===== src/rtl/tap_pkg.sv =====
package tap_pkg;

  typedef enum logic [3:0] {
    S_TLR, S_RTI,
    S_SEL_DR, S_CAP_DR, S_SH_DR, S_EX1_DR, S_PAU_DR, S_EX2_DR, S_UPD_DR,
    S_SEL_IR, S_CAP_IR, S_SH_IR, S_EX1_IR, S_PAU_IR, S_EX2_IR, S_UPD_IR
  } tap_state_e;

  localparam int unsigned IR_W = 4;
  localparam int unsigned ID_W = 32;

  localparam logic [IR_W-1:0] OP_EXTEST = 4'b0000;
  localparam logic [IR_W-1:0] OP_BYPASS = 4'b1111;
  localparam logic [IR_W-1:0] OP_IDCODE = 4'b1011;
  localparam logic [IR_W-1:0] OP_HIGHZ  = 4'b0111;
  localparam logic [IR_W-1:0] OP_CLAMP  = 4'b0100;
  localparam logic [IR_W-1:0] IR_CAPTURE = 4'b0001;

  typedef enum logic [1:0] {PATH_BYP, PATH_ID, PATH_BSR} dr_path_e;

  typedef struct packed {
    dr_path_e path;
    logic     hiz;
    logic     drive_bsr;
  } instr_ctrl_t;

  function automatic instr_ctrl_t decode_instr(input logic [IR_W-1:0] op);
    instr_ctrl_t c;
    c = '{path: PATH_BYP, hiz: 1'b0, drive_bsr: 1'b0};
    case (op)
      OP_EXTEST: begin c.path = PATH_BSR; c.drive_bsr = 1'b1; end
      OP_IDCODE: c.path = PATH_ID;
      OP_HIGHZ:  c.hiz = 1'b1;
      OP_CLAMP:  c.drive_bsr = 1'b1;
      default:   c.path = PATH_BYP;  // includes explicit BYPASS
    endcase
    return c;
  endfunction

endpackage


===== src/rtl/tap_fsm.sv =====
module tap_fsm
  import tap_pkg::*;
(
  input  logic       tck_i,
  input  logic       rst_ni,
  input  logic       tms_i,
  output tap_state_e state_o
);

  tap_state_e state_q, state_d;

  always_comb begin
    state_d = state_q;
    case (state_q)
      S_TLR:    state_d = tms_i ? S_TLR    : S_RTI;
      S_RTI:    state_d = tms_i ? S_SEL_DR : S_RTI;
      S_SEL_DR: state_d = tms_i ? S_SEL_IR : S_CAP_DR;
      S_CAP_DR: state_d = tms_i ? S_EX1_DR : S_SH_DR;
      S_SH_DR:  state_d = tms_i ? S_EX1_DR : S_SH_DR;
      S_EX1_DR: state_d = tms_i ? S_UPD_DR : S_PAU_DR;
      S_PAU_DR: state_d = tms_i ? S_EX2_DR : S_PAU_DR;
      S_EX2_DR: state_d = tms_i ? S_UPD_DR : S_SH_DR;
      S_UPD_DR: state_d = tms_i ? S_SEL_DR : S_RTI;
      S_SEL_IR: state_d = tms_i ? S_TLR    : S_CAP_IR;
      S_CAP_IR: state_d = tms_i ? S_EX1_IR : S_SH_IR;
      S_SH_IR:  state_d = tms_i ? S_EX1_IR : S_SH_IR;
      S_EX1_IR: state_d = tms_i ? S_UPD_IR : S_PAU_IR;
      S_PAU_IR: state_d = tms_i ? S_EX2_IR : S_PAU_IR;
      S_EX2_IR: state_d = tms_i ? S_UPD_IR : S_SH_IR;
      S_UPD_IR: state_d = tms_i ? S_SEL_DR : S_RTI;
      default:  state_d = S_TLR;
    endcase
  end

  always_ff @(posedge tck_i or negedge rst_ni) begin
    if (!rst_ni) state_q <= S_TLR;
    else         state_q <= state_d;
  end

  assign state_o = state_q;

endmodule


===== src/rtl/tap_ir.sv =====
module tap_ir
  import tap_pkg::*;
(
  input  logic            tck_i,
  input  logic            rst_ni,
  input  tap_state_e      state_i,
  input  logic            tdi_i,
  output logic            ir_lsb_o,
  output logic [IR_W-1:0] instr_o
);

  logic [IR_W-1:0] shift_q;
  logic [IR_W-1:0] instr_q;

  always_ff @(posedge tck_i or negedge rst_ni) begin
    if (!rst_ni) begin
      shift_q <= IR_CAPTURE;
    end else if (state_i == S_CAP_IR) begin
      shift_q <= IR_CAPTURE;
    end else if (state_i == S_SH_IR) begin
      shift_q <= {tdi_i, shift_q[IR_W-1:1]};
    end
  end

  // commit on the edge leaving Update-IR; reset state wins
  always_ff @(posedge tck_i or negedge rst_ni) begin
    if (!rst_ni)                  instr_q <= OP_IDCODE;
    else if (state_i == S_TLR)    instr_q <= OP_IDCODE;
    else if (state_i == S_UPD_IR) instr_q <= shift_q;
  end

  assign ir_lsb_o = shift_q[0];
  assign instr_o  = instr_q;

endmodule


===== src/rtl/tap_dr.sv =====
module tap_dr
  import tap_pkg::*;
#(
  parameter int unsigned   BSR_LEN = 8,
  parameter logic [ID_W-1:0] ID_WORD = 32'h0000_0001
) (
  input  logic               tck_i,
  input  logic               rst_ni,
  input  tap_state_e         state_i,
  input  dr_path_e           path_i,
  input  logic               tdi_i,
  input  logic [BSR_LEN-1:0] pad_in_i,
  output logic               dr_lsb_o,
  output logic [BSR_LEN-1:0] bsr_upd_o
);

  logic              byp_q;
  logic [ID_W-1:0]   id_q;
  logic [BSR_LEN-1:0] bsr_q;
  logic [BSR_LEN-1:0] upd_q;

  logic cap_en, sh_en, upd_en;
  assign cap_en = (state_i == S_CAP_DR);
  assign sh_en  = (state_i == S_SH_DR);
  assign upd_en = (state_i == S_UPD_DR);

  always_ff @(posedge tck_i or negedge rst_ni) begin
    if (!rst_ni) begin
      byp_q <= 1'b0;
    end else if (path_i == PATH_BYP) begin
      if (cap_en)     byp_q <= 1'b0;
      else if (sh_en) byp_q <= tdi_i;
    end
  end

  always_ff @(posedge tck_i or negedge rst_ni) begin
    if (!rst_ni) begin
      id_q <= ID_WORD;
    end else if (path_i == PATH_ID) begin
      if (cap_en)     id_q <= ID_WORD;
      else if (sh_en) id_q <= {tdi_i, id_q[ID_W-1:1]};
    end
  end

  // one capture/shift cell and one update cell per pad
  for (genvar i = 0; i < BSR_LEN; i++) begin : g_cell
    logic ser_in;
    if (i == BSR_LEN - 1) begin : g_head
      assign ser_in = tdi_i;
    end else begin : g_body
      assign ser_in = bsr_q[i+1];
    end

    always_ff @(posedge tck_i or negedge rst_ni) begin
      if (!rst_ni) begin
        bsr_q[i] <= 1'b0;
      end else if (path_i == PATH_BSR) begin
        if (cap_en)     bsr_q[i] <= pad_in_i[i];
        else if (sh_en) bsr_q[i] <= ser_in;
      end
    end

    always_ff @(posedge tck_i or negedge rst_ni) begin
      if (!rst_ni)                           upd_q[i] <= 1'b0;
      else if (upd_en && path_i == PATH_BSR) upd_q[i] <= bsr_q[i];
    end
  end

  always_comb begin
    case (path_i)
      PATH_ID:  dr_lsb_o = id_q[0];
      PATH_BSR: dr_lsb_o = bsr_q[0];
      default:  dr_lsb_o = byp_q;
    endcase
  end

  assign bsr_upd_o = upd_q;

endmodule


===== src/rtl/tap_top.sv =====
module tap_top
  import tap_pkg::*;
#(
  parameter int unsigned BSR_LEN  = 8,
  parameter logic [3:0]  REV_ID   = 4'h0,
  parameter logic [15:0] PART_ID  = 16'hC002,
  parameter logic [10:0] MAKER_ID = 11'h05A
) (
  input  logic               tck_i,
  input  logic               rst_ni,
  input  logic               tms_i,
  input  logic               tdi_i,
  output logic               tdo_o,
  output logic               tdo_oe_o,
  input  logic [BSR_LEN-1:0] core_out_i,
  input  logic [BSR_LEN-1:0] pad_in_i,
  output logic [BSR_LEN-1:0] pad_out_o,
  output logic               pad_hiz_o,
  output logic               clamp_o
);

  localparam logic [ID_W-1:0] ID_WORD = {REV_ID, PART_ID, MAKER_ID, 1'b1};

  tap_state_e         state_q;
  logic [IR_W-1:0]    instr_q;
  instr_ctrl_t        ctrl;
  logic               ir_lsb;
  logic               dr_lsb;
  logic [BSR_LEN-1:0] bsr_upd;
  logic               tdo_q, tdo_oe_q;

  tap_fsm i_fsm (
    .tck_i   (tck_i),
    .rst_ni  (rst_ni),
    .tms_i   (tms_i),
    .state_o (state_q)
  );

  tap_ir i_ir (
    .tck_i    (tck_i),
    .rst_ni   (rst_ni),
    .state_i  (state_q),
    .tdi_i    (tdi_i),
    .ir_lsb_o (ir_lsb),
    .instr_o  (instr_q)
  );

  assign ctrl = decode_instr(instr_q);

  tap_dr #(
    .BSR_LEN (BSR_LEN),
    .ID_WORD (ID_WORD)
  ) i_dr (
    .tck_i     (tck_i),
    .rst_ni    (rst_ni),
    .state_i   (state_q),
    .path_i    (ctrl.path),
    .tdi_i     (tdi_i),
    .pad_in_i  (pad_in_i),
    .dr_lsb_o  (dr_lsb),
    .bsr_upd_o (bsr_upd)
  );

  // serial out retimed half a cycle later
  always_ff @(negedge tck_i or negedge rst_ni) begin
    if (!rst_ni) begin
      tdo_q    <= 1'b0;
      tdo_oe_q <= 1'b0;
    end else begin
      tdo_oe_q <= (state_q == S_SH_DR) || (state_q == S_SH_IR);
      tdo_q    <= (state_q == S_SH_IR) ? ir_lsb : dr_lsb;
    end
  end

  assign tdo_o     = tdo_q;
  assign tdo_oe_o  = tdo_oe_q;
  assign pad_hiz_o = ctrl.hiz;
  assign clamp_o   = ctrl.drive_bsr;
  assign pad_out_o = ctrl.drive_bsr ? bsr_upd : core_out_i;

endmodule


===== config.mk =====
export PLATFORM = sky130hd
export DESIGN_NAME = tap_top
export DESIGN_NICKNAME = d
export VERILOG_FILES = /design/src/rtl/tap_pkg.sv /design/src/rtl/tap_fsm.sv /design/src/rtl/tap_ir.sv /design/src/rtl/tap_dr.sv /design/src/rtl/tap_top.sv
export SDC_FILE = /design/constraint.sdc
export NUM_CORES = 1
export LEC_CHECK = 0
export BUFFER_PORTS_ARGS = -buffer_cell sky130_fd_sc_hd__buf_2
export CAP_MARGIN = 25
export CORE_MARGIN = 5
export CORE_UTILIZATION = 55
export CTS_BUF_LIST = sky130_fd_sc_hd__clkbuf_16
export DETAILED_ROUTE_END_ITERATION = 10
export PLACE_DENSITY = 0.83
export SYNTH_ARGS = -nofsm -noshare
export SYNTH_HDL_FRONTEND = slang
export SYNTH_HIERARCHICAL = 1
export SYNTH_SLANG_ARGS = --single-unit

===== constraint.sdc =====
create_clock -name tck_i -period 2.91 [get_ports tck_i]
set_input_delay 0.1455 -clock tck_i [delete_from_list [all_inputs] [get_ports tck_i]]
set_output_delay 0.1455 -clock tck_i [all_outputs]
set_load 0.005 [all_outputs]

* Yosys cells after proc, flatten, opt, wreduce, memory -nomap -nowiden
Cells that the tools add are included.
** Word-level totals
- Word-level logic and storage cells :: 100
- Bits of input ports :: 20
- Register bits after elaboration :: 63
** Operators by class
- Eq/ne operators :: 20
- Mux-type cells :: 42
- Reductions and logical operators :: 15
** Operator list (number)
- 32-bit two-way mux :: 2
- 4-bit case mux with 12 select lines :: 1
- 4-bit equality test (second input constant) :: 9
- 4-bit two-way mux :: 8
- 4-bit by 3-bit equality test with 1-bit output (second input constant) :: 6
- 1-bit two-way mux :: 23
- 4-bit by 2-bit equality test with 1-bit output (second input constant) :: 2
- 4-bit logical NOT :: 2
- 8-bit two-way mux :: 1
- 2-bit two-way mux :: 3
- 3-bit two-way mux :: 2
- 2-bit AND reduction :: 3
- 2-bit nonzero test :: 3
- 2-bit OR reduction :: 3
- 4-bit by 1-bit equality test with 1-bit output (second input constant) :: 1
- 2-bit case mux with 2 select lines :: 1
- 3-bit OR reduction :: 1
- 2-bit by 1-bit equality test with 1-bit output (second input constant) :: 1
- 2-bit equality test (second input constant) :: 1
- 2-bit logical NOT :: 1
- 1-bit case mux with 2 select lines :: 1
- 1-bit logical AND :: 1
- 1-bit logical OR :: 1

* Logic depth before layout (Yosys ltp)
Gate-level depths: netlist of run 1.
- Word-level depth :: 5
- Mapped depth :: 7
- Depth with buffers taken out :: 7

* Modules after synthesis
The synthesis of run 1 kept the hierarchy.
** By module, submodules not included
- tap_dr :: times used 1, cells an instance 184, sequential area each 1236.2 µm², area each 2252.2 µm²
- tap_ir :: times used 1, cells an instance 37, sequential area each 205.2 µm², area each 372.9 µm²
- tap_fsm :: times used 1, cells an instance 37, sequential area each 100.1 µm², area each 314.1 µm²
- tap_top :: times used 1, cells an instance 19, sequential area each 50.0 µm², area each 215.2 µm²

==> out/results.ini, run 1 <==
[timing]
hold_violations = 0
holdWs_ps = 100
postLayoutSetupSlackWorst_ps = -275
drv_slew = 0
grt_setup_unrepaired = yes
finalClockSkew_ps = 11.0
worst_pin_slew_ps = 699
relSlewSlack_pct = 53.4
finalSetupViolCount = 1

[drt]
ant_nets = 0
drt_pre_antenna_iters = 4
via_per_inst = 5.29
drtIter0Drc = 75
vias = 2157
route.detailed.drc = 0
wl_um = 6200
post_drt_wl_per_cell_um = 15.2

[worst_setup_path]
max_stage_delay_ps = 580
critical_path.top_delay_family = flip-flops
critPathRequiredTime_ps = 1630
slowest_stage = dfstp_2
rr_startpoint = i_ir/instr_o[0]$_DFFE_PN1P_
cp_num_buf_inv = 1
critPathKind = reg -> reg
end_kind = flip-flop
crit_arrival_ps = 1900
cp_max_fo = 4
path_cells = nand2_2 > nor3b_2 > inv_2 > ha_4 > a22oi_2 > a21oi_1 > mux2_2
cp-start-kind = flip-flop
setup.worst_path.start = i_ir/instr_o[0]$_DFFE_PN1P_

[die]
fp.dieW_um = 85.7
dieArea_um2 = 7350
die_h_um = 85.7
floorplan.initialDensity_pct = 56.9
rows = 27
coreArea_um2 = 5540
boundaryPins = 32

[cells_and_area]
drive_above_1_share_pct = 41.4
layout_commonest_cell = dfrtp_1
ff_latch_area_um2 = 1590
multiInputGateArea_um2 = 1440
postLayoutCellArea_um2 = 3830
nets = 354
fin_util_pct = 69.1
final_cell_mix = dfrtp_1, nand2_1, mux2_2
diodes = 0
syn_to_final_growth_pct = 21.4
fill_cells = 414

[global_route]
track_usage_pct = 18.8
overflow = 0
grt_pass1_vias = 2331
antenna_found_initial = 0
grt_pass1_wl_um = 10900
grt_max_degree = 58

[clock_network]
clk_pin_slew_ps = 50
clockBufferDepth = 2
cts_setup_buffers = 0
ctsHtreeMaxLevel = 3
cts_tree = yes
cts_buffers = 9
clockRootBuffer = clkbuf_16
clk_latency_ps = 330
cts.sinks = 63

[synthesis]
yosys.area.top_type_share_pct = 38.9
synth_seq_cells = 63
synthesis.nets = 300
syn_area_um2 = 3150
ys_seq_area_share_pct = 50.5
syn_area_per_cell_um2 = 11.4
synth_top_family_by_area = multiplexers
synth_compound_area_share_pct = 7.06
syn_inst = 277
synth_cell_types = 50
synth_mux_area_share_pct = 22.6
async_flop_share_pct = 100
synth_area_leaders = dfrtp_1, mux2_2, dfstp_2
yosysWarnings = 6
synth_adder_area_share_pct = 1.19
synth_ff_type = dfrtp_1
synth_edf_count = 0
synth_xor_area_share_pct = 0
synth-simple-area-share_pct = 12.7
synth_top_cell_by_area = dfrtp_1

[placed_design]
placed_cell_area_um2 = 3500
dp_hpwl_um = 4010
finalWeightedCongestion = 0.751
place.port_buffers = 31

[flow_run]
cap_violations = 0

[outcome]
violations = negative setup slack
status = finished with violations

[pwr]
powerDensity_nw_per_um2 = 1000
p_leak_nw = 1.79
peakVddDrop_mv = 0.557

[min_path]
min_path_type = in -> reg
min_from = tdi_i

==> tightest hold or removal path: stages <==
cell and delay, ps:
buf_2 110, nand2_1 50, o21ai_0 60
==> cell usage after synthesis (2+ instances only) <==
cell type	number
and2b_2	2
nand2_1	41
nand2b_1	3
nor2_1	5
ha_1	3
a22oi_1	4
mux2_1	7
dfrtp_1	49
buf_4	4
nor3b_1	3
a21oi_1	6
dfrtn_1	2
dfstp_2	12
o21ai_0	10
mux2_2	36
nor3_1	2
buf_2	3
inv_1	29
nand3_1	2
mux2i_1	23
buf_1	2
==> state kept, by name (all words and copies together), names as in the netlist <==
name / cells
i_dr/bsr_upd_o: 8
tdo_o: 1
i_dr/g_cell.ser_in: 7
i_fsm/state_o: 4
i_ir/shift_q: 4
tdo_oe_o: 1
i_ir/instr_o: 4
i_dr/byp_q: 1
i_dr/bsr_q: 1
i_dr/id_q: 32
==> metrics by stage <==
step	setup TNS, ps	worst slack (ps)	cells	power [mW]
6_report	-275	-275	408	3.85
5_1_grt	-349	-349	408	4.09
4_1_cts	-286	-286	408	3.87
3_5_place_dp	-467	-467	391	2.76
3_3_place_gp	-276	-276	391	2.69
2_1_floorplan	-264	-264	277	2.35
==> what timing repair did <==
| action | in CTS | in global routing |
|---|---|---|
| pin swaps | 1 | 0 |
| resized for setup | 9 | 0 |
| endpoints found under the hold margin | 4 | 0 |
| cloned | 0 | 0 |
| hold buffers | 1 | 0 |
| endpoints found under the setup margin | 1 | 1 |
==> cell type report <==
cell class	instances	share of cell area [%]
clock buffer	9	5.88
clock inverter	7	1.08
inverter	29	2.84
multi-input combinational	174	37.6
sequential	63	41.6
tap	72	2.35
timing repair buffer	54	8.63
==> final timing paths <==
| path | end | cells after the start | slack [ps] |
|---|---|---|---|
| setup / recovery | tdo_o$_DFF_NN0_ | 7 | -280 |
| hold / removal | i_ir/shift_q[3]$_DFFE_PN0P_ | 3 | 100 |
| setup reg to reg | tdo_o$_DFF_NN0_ | 7 | -280 |
| hold reg to reg | i_dr/bsr_upd_o[5]$_DFFE_PN0P_ | 1 | 500 |
| max in group asynchronous | tdo_o$_DFF_NN0_ | 2 | 1180 |
| min in group asynchronous | i_fsm/state_o[0]$_DFF_PN0_ | 2 | 210 |
==> per-layer routing <==
layer  vias to the layer above  share of wire (%)  GRT usage (%)
met5                         -                  0              0
met4                         0                1.1           5.90
met3                         8                4.2           5.00
met2                        38                 51           31.6
met1                      1060                 43           23.7
li1                       1051                  -              -
==> report_power, final <==
| part | leakage (nW) | switching [mW] | internal [mW] |
|---|---|---|---|
| combinational | 0.846 | 0.795 | 0.782 |
| clock | 0.130 | 0.376 | 0.567 |
| sequential | 0.814 | 0.161 | 1.16 |
| total | 1.79 | 1.33 | 2.51 |
==> cells by family after synthesis <==
kind of cell               after synthesis
and+or+nand+nor                         74
muxes                                   66
DFF                                     63
buffers and inverters                   40
AOI/OAI and AO/OA                       31
adders and majority gates                3
Power figures use the tool's default switching activity.
==> run 2: changes to the inputs <==
BUFFER_PORTS_ARGS = default   (was -buffer_cell sky130_fd_sc_hd__buf_2)
DONT_BUFFER_PORTS = 1   (was default)
MAX_ROUTING_LAYER = met4   (was default)
PLACE_DENSITY = 0.78   (was 0.83)
==> out/results.ini, run 2 (same netlist as run 1, synthesis figures left out) <==
[worst_setup_path]
max_stage_delay_ps = 580
crit_arrival_ps = 1930
cp_max_fo = 3
r2r_cells = 7
critPathKind = reg -> reg
cp_num_buf_inv = 1
rr_startpoint = i_ir/instr_o[1]$_DFFE_PN1P_
cp-start-kind = flip-flop
critical_path.top_delay_family = flip-flops
end_kind = flip-flop
path_cells = nand2_4 > nor3b_4 > inv_2 > ha_4 > a22oi_2 > a21oi_2 > mux2_4
critPathRequiredTime_ps = 1630
reg2reg_to = tdo_o$_DFF_NN0_
slowest_stage = dfstp_2
reg2reg_slack_ps = -310

[clock_network]
cts_buffers = 9
clk_latency_ps = 330
cts.sinks = 63
cts_tree = yes
clk_pin_slew_ps = 50
clockRootBuffer = clkbuf_16
clockBufferDepth = 2
ctsHtreeMaxLevel = 3

[global_route]
antenna_found_initial = 0
grt_pass1_vias = 2129
grt_max_degree = 62
track_usage_pct = 18.3
overflow = 0
grt_pass1_wl_um = 10200

[cells_and_area]
layout_commonest_cell = dfrtp_1
top_register = i_dr/id_q
diodes = 0
syn_to_final_growth_pct = 18.8
fin_util_pct = 67.7
fin_cells = 376
drive_above_1_share_pct = 34.5
nets = 322
final_cell_mix = dfrtp_1, nand2_1, mux2_2
largest_reg_flops = 32

[drt]
via_per_inst = 5.38
drt_pre_antenna_iters = 4
post_drt_wl_per_cell_um = 15.6
vias = 2022
ant_nets = 0
drtIter0Drc = 112
wl_um = 5860
route.detailed.drc = 0

[placed_design]
placedCellCount = 355
dp_hpwl_um = 3740
finalWeightedCongestion = 0.767
place.port_buffers = 0

[pwr]
peakVddDrop_mv = 0.655
powerDensity_nw_per_um2 = 1060
p_leak_nw = 1.70

[die]
rows = 27
dieArea_um2 = 7350
floorplan.initialDensity_pct = 56.9
fp.dieW_um = 85.7
boundaryPins = 32
coreArea_um2 = 5540
die_h_um = 85.7

[outcome]
status = finished with violations
violations = negative setup slack

[timing]
drv_slew = 0
hold_violations = 0
tns_ps = -306
finalSetupViolCount = 1
relSlewSlack_pct = 62.6
worst_pin_slew_ps = 559
finalClockSkew_ps = 12.1
postLayoutSetupSlackWorst_ps = -306
grt_setup_unrepaired = yes

[min_path]
worstHoldEndpoint = i_fsm/state_o[0]$_DFF_PN0_
min_path_type = in -> reg
worstHoldPathCells = 2
min_from = tms_i

[flow_run]
cap_violations = 0

-- run 2: changes by cell type in the layout (fill, tap and decap cells not counted), moves of 2 or more --
cell           previous run  this run
dlygate4sd3_1             1         3
buf_2                    31         0
clkinvlp_4                2         0
buf_4                    22        18
bufinv_16                 0         2
-- run 2: area by class of cell --
cell class	count	area [um2]
clock buffer	9	225
clock inverter	7	87.6
fill	412	1790
inverter	29	109
multi-input combinational	174	1450
sequential	63	1590
tap	72	90.1
timing repair buffer	22	193
-- run 2: timing repair --
item                                   CTS  global route
pin swaps                                3             0
hold buffers                             4             0
buffers inserted                         1             0
gates resized for setup                  9             1
endpoints found under the hold margin   64             0
setup endpoints to repair                1             1
-- run 2: worst max-delay path by stage --
| stage | startpoint | to | slack, ps | cells past startpoint |
|---|---|---|---|---|
| global placement | i_ir/instr_o[1]$_DFFE_PN1P_ | tdo_o$_DFF_NN0_ | -270 | 6 |
| floorplan | i_ir/instr_o[0]$_DFFE_PN1P_ | tdo_o$_DFF_NN0_ | -260 | 7 |
| detailed placement | i_ir/instr_o[1]$_DFFE_PN1P_ | tdo_o$_DFF_NN0_ | -370 | 6 |
| CTS | i_ir/instr_o[1]$_DFFE_PN1P_ | tdo_o$_DFF_NN0_ | -300 | 7 |
| global route | i_ir/instr_o[0]$_DFFE_PN1P_ | tdo_o$_DFF_NN0_ | -370 | 7 |
| finish | i_ir/instr_o[1]$_DFFE_PN1P_ | tdo_o$_DFF_NN0_ | -310 | 7 |
-- run 2: power breakdown --
part / switching [mW] / internal, mW
clock network: 0.363 / 0.744
registers: 0.160 / 1.16
logic: 0.789 / 0.761
-- run 2: metal layers --
| layer | vias up | part of all wire, % | GRT usage (%) |
|---|---|---|---|
| li1 | 989 | - | - |
| met1 | 1004 | 45 | 22.6 |
| met2 | 27 | 51 | 29.2 |
| met3 | 2 | 3.4 | 4.80 |
| met4 | 0 | 0.70 | 6.62 |
| met5 | - | 0 | - |
-- run 2: through the flow --
stage                     total power [mW]  hold WS (ps)  setup slack (ps)  instance area (um2)
final                                 3.98          21.4              -306                 3750
after global routing                  4.24          24.8              -365                 3750
after CTS                             4.00          5.39              -302                 3740
after detailed placement              2.69          -147              -375                 3310
after global placement                2.61          -147              -269                 3310
after floorplan                       2.35          -150              -264                 3160
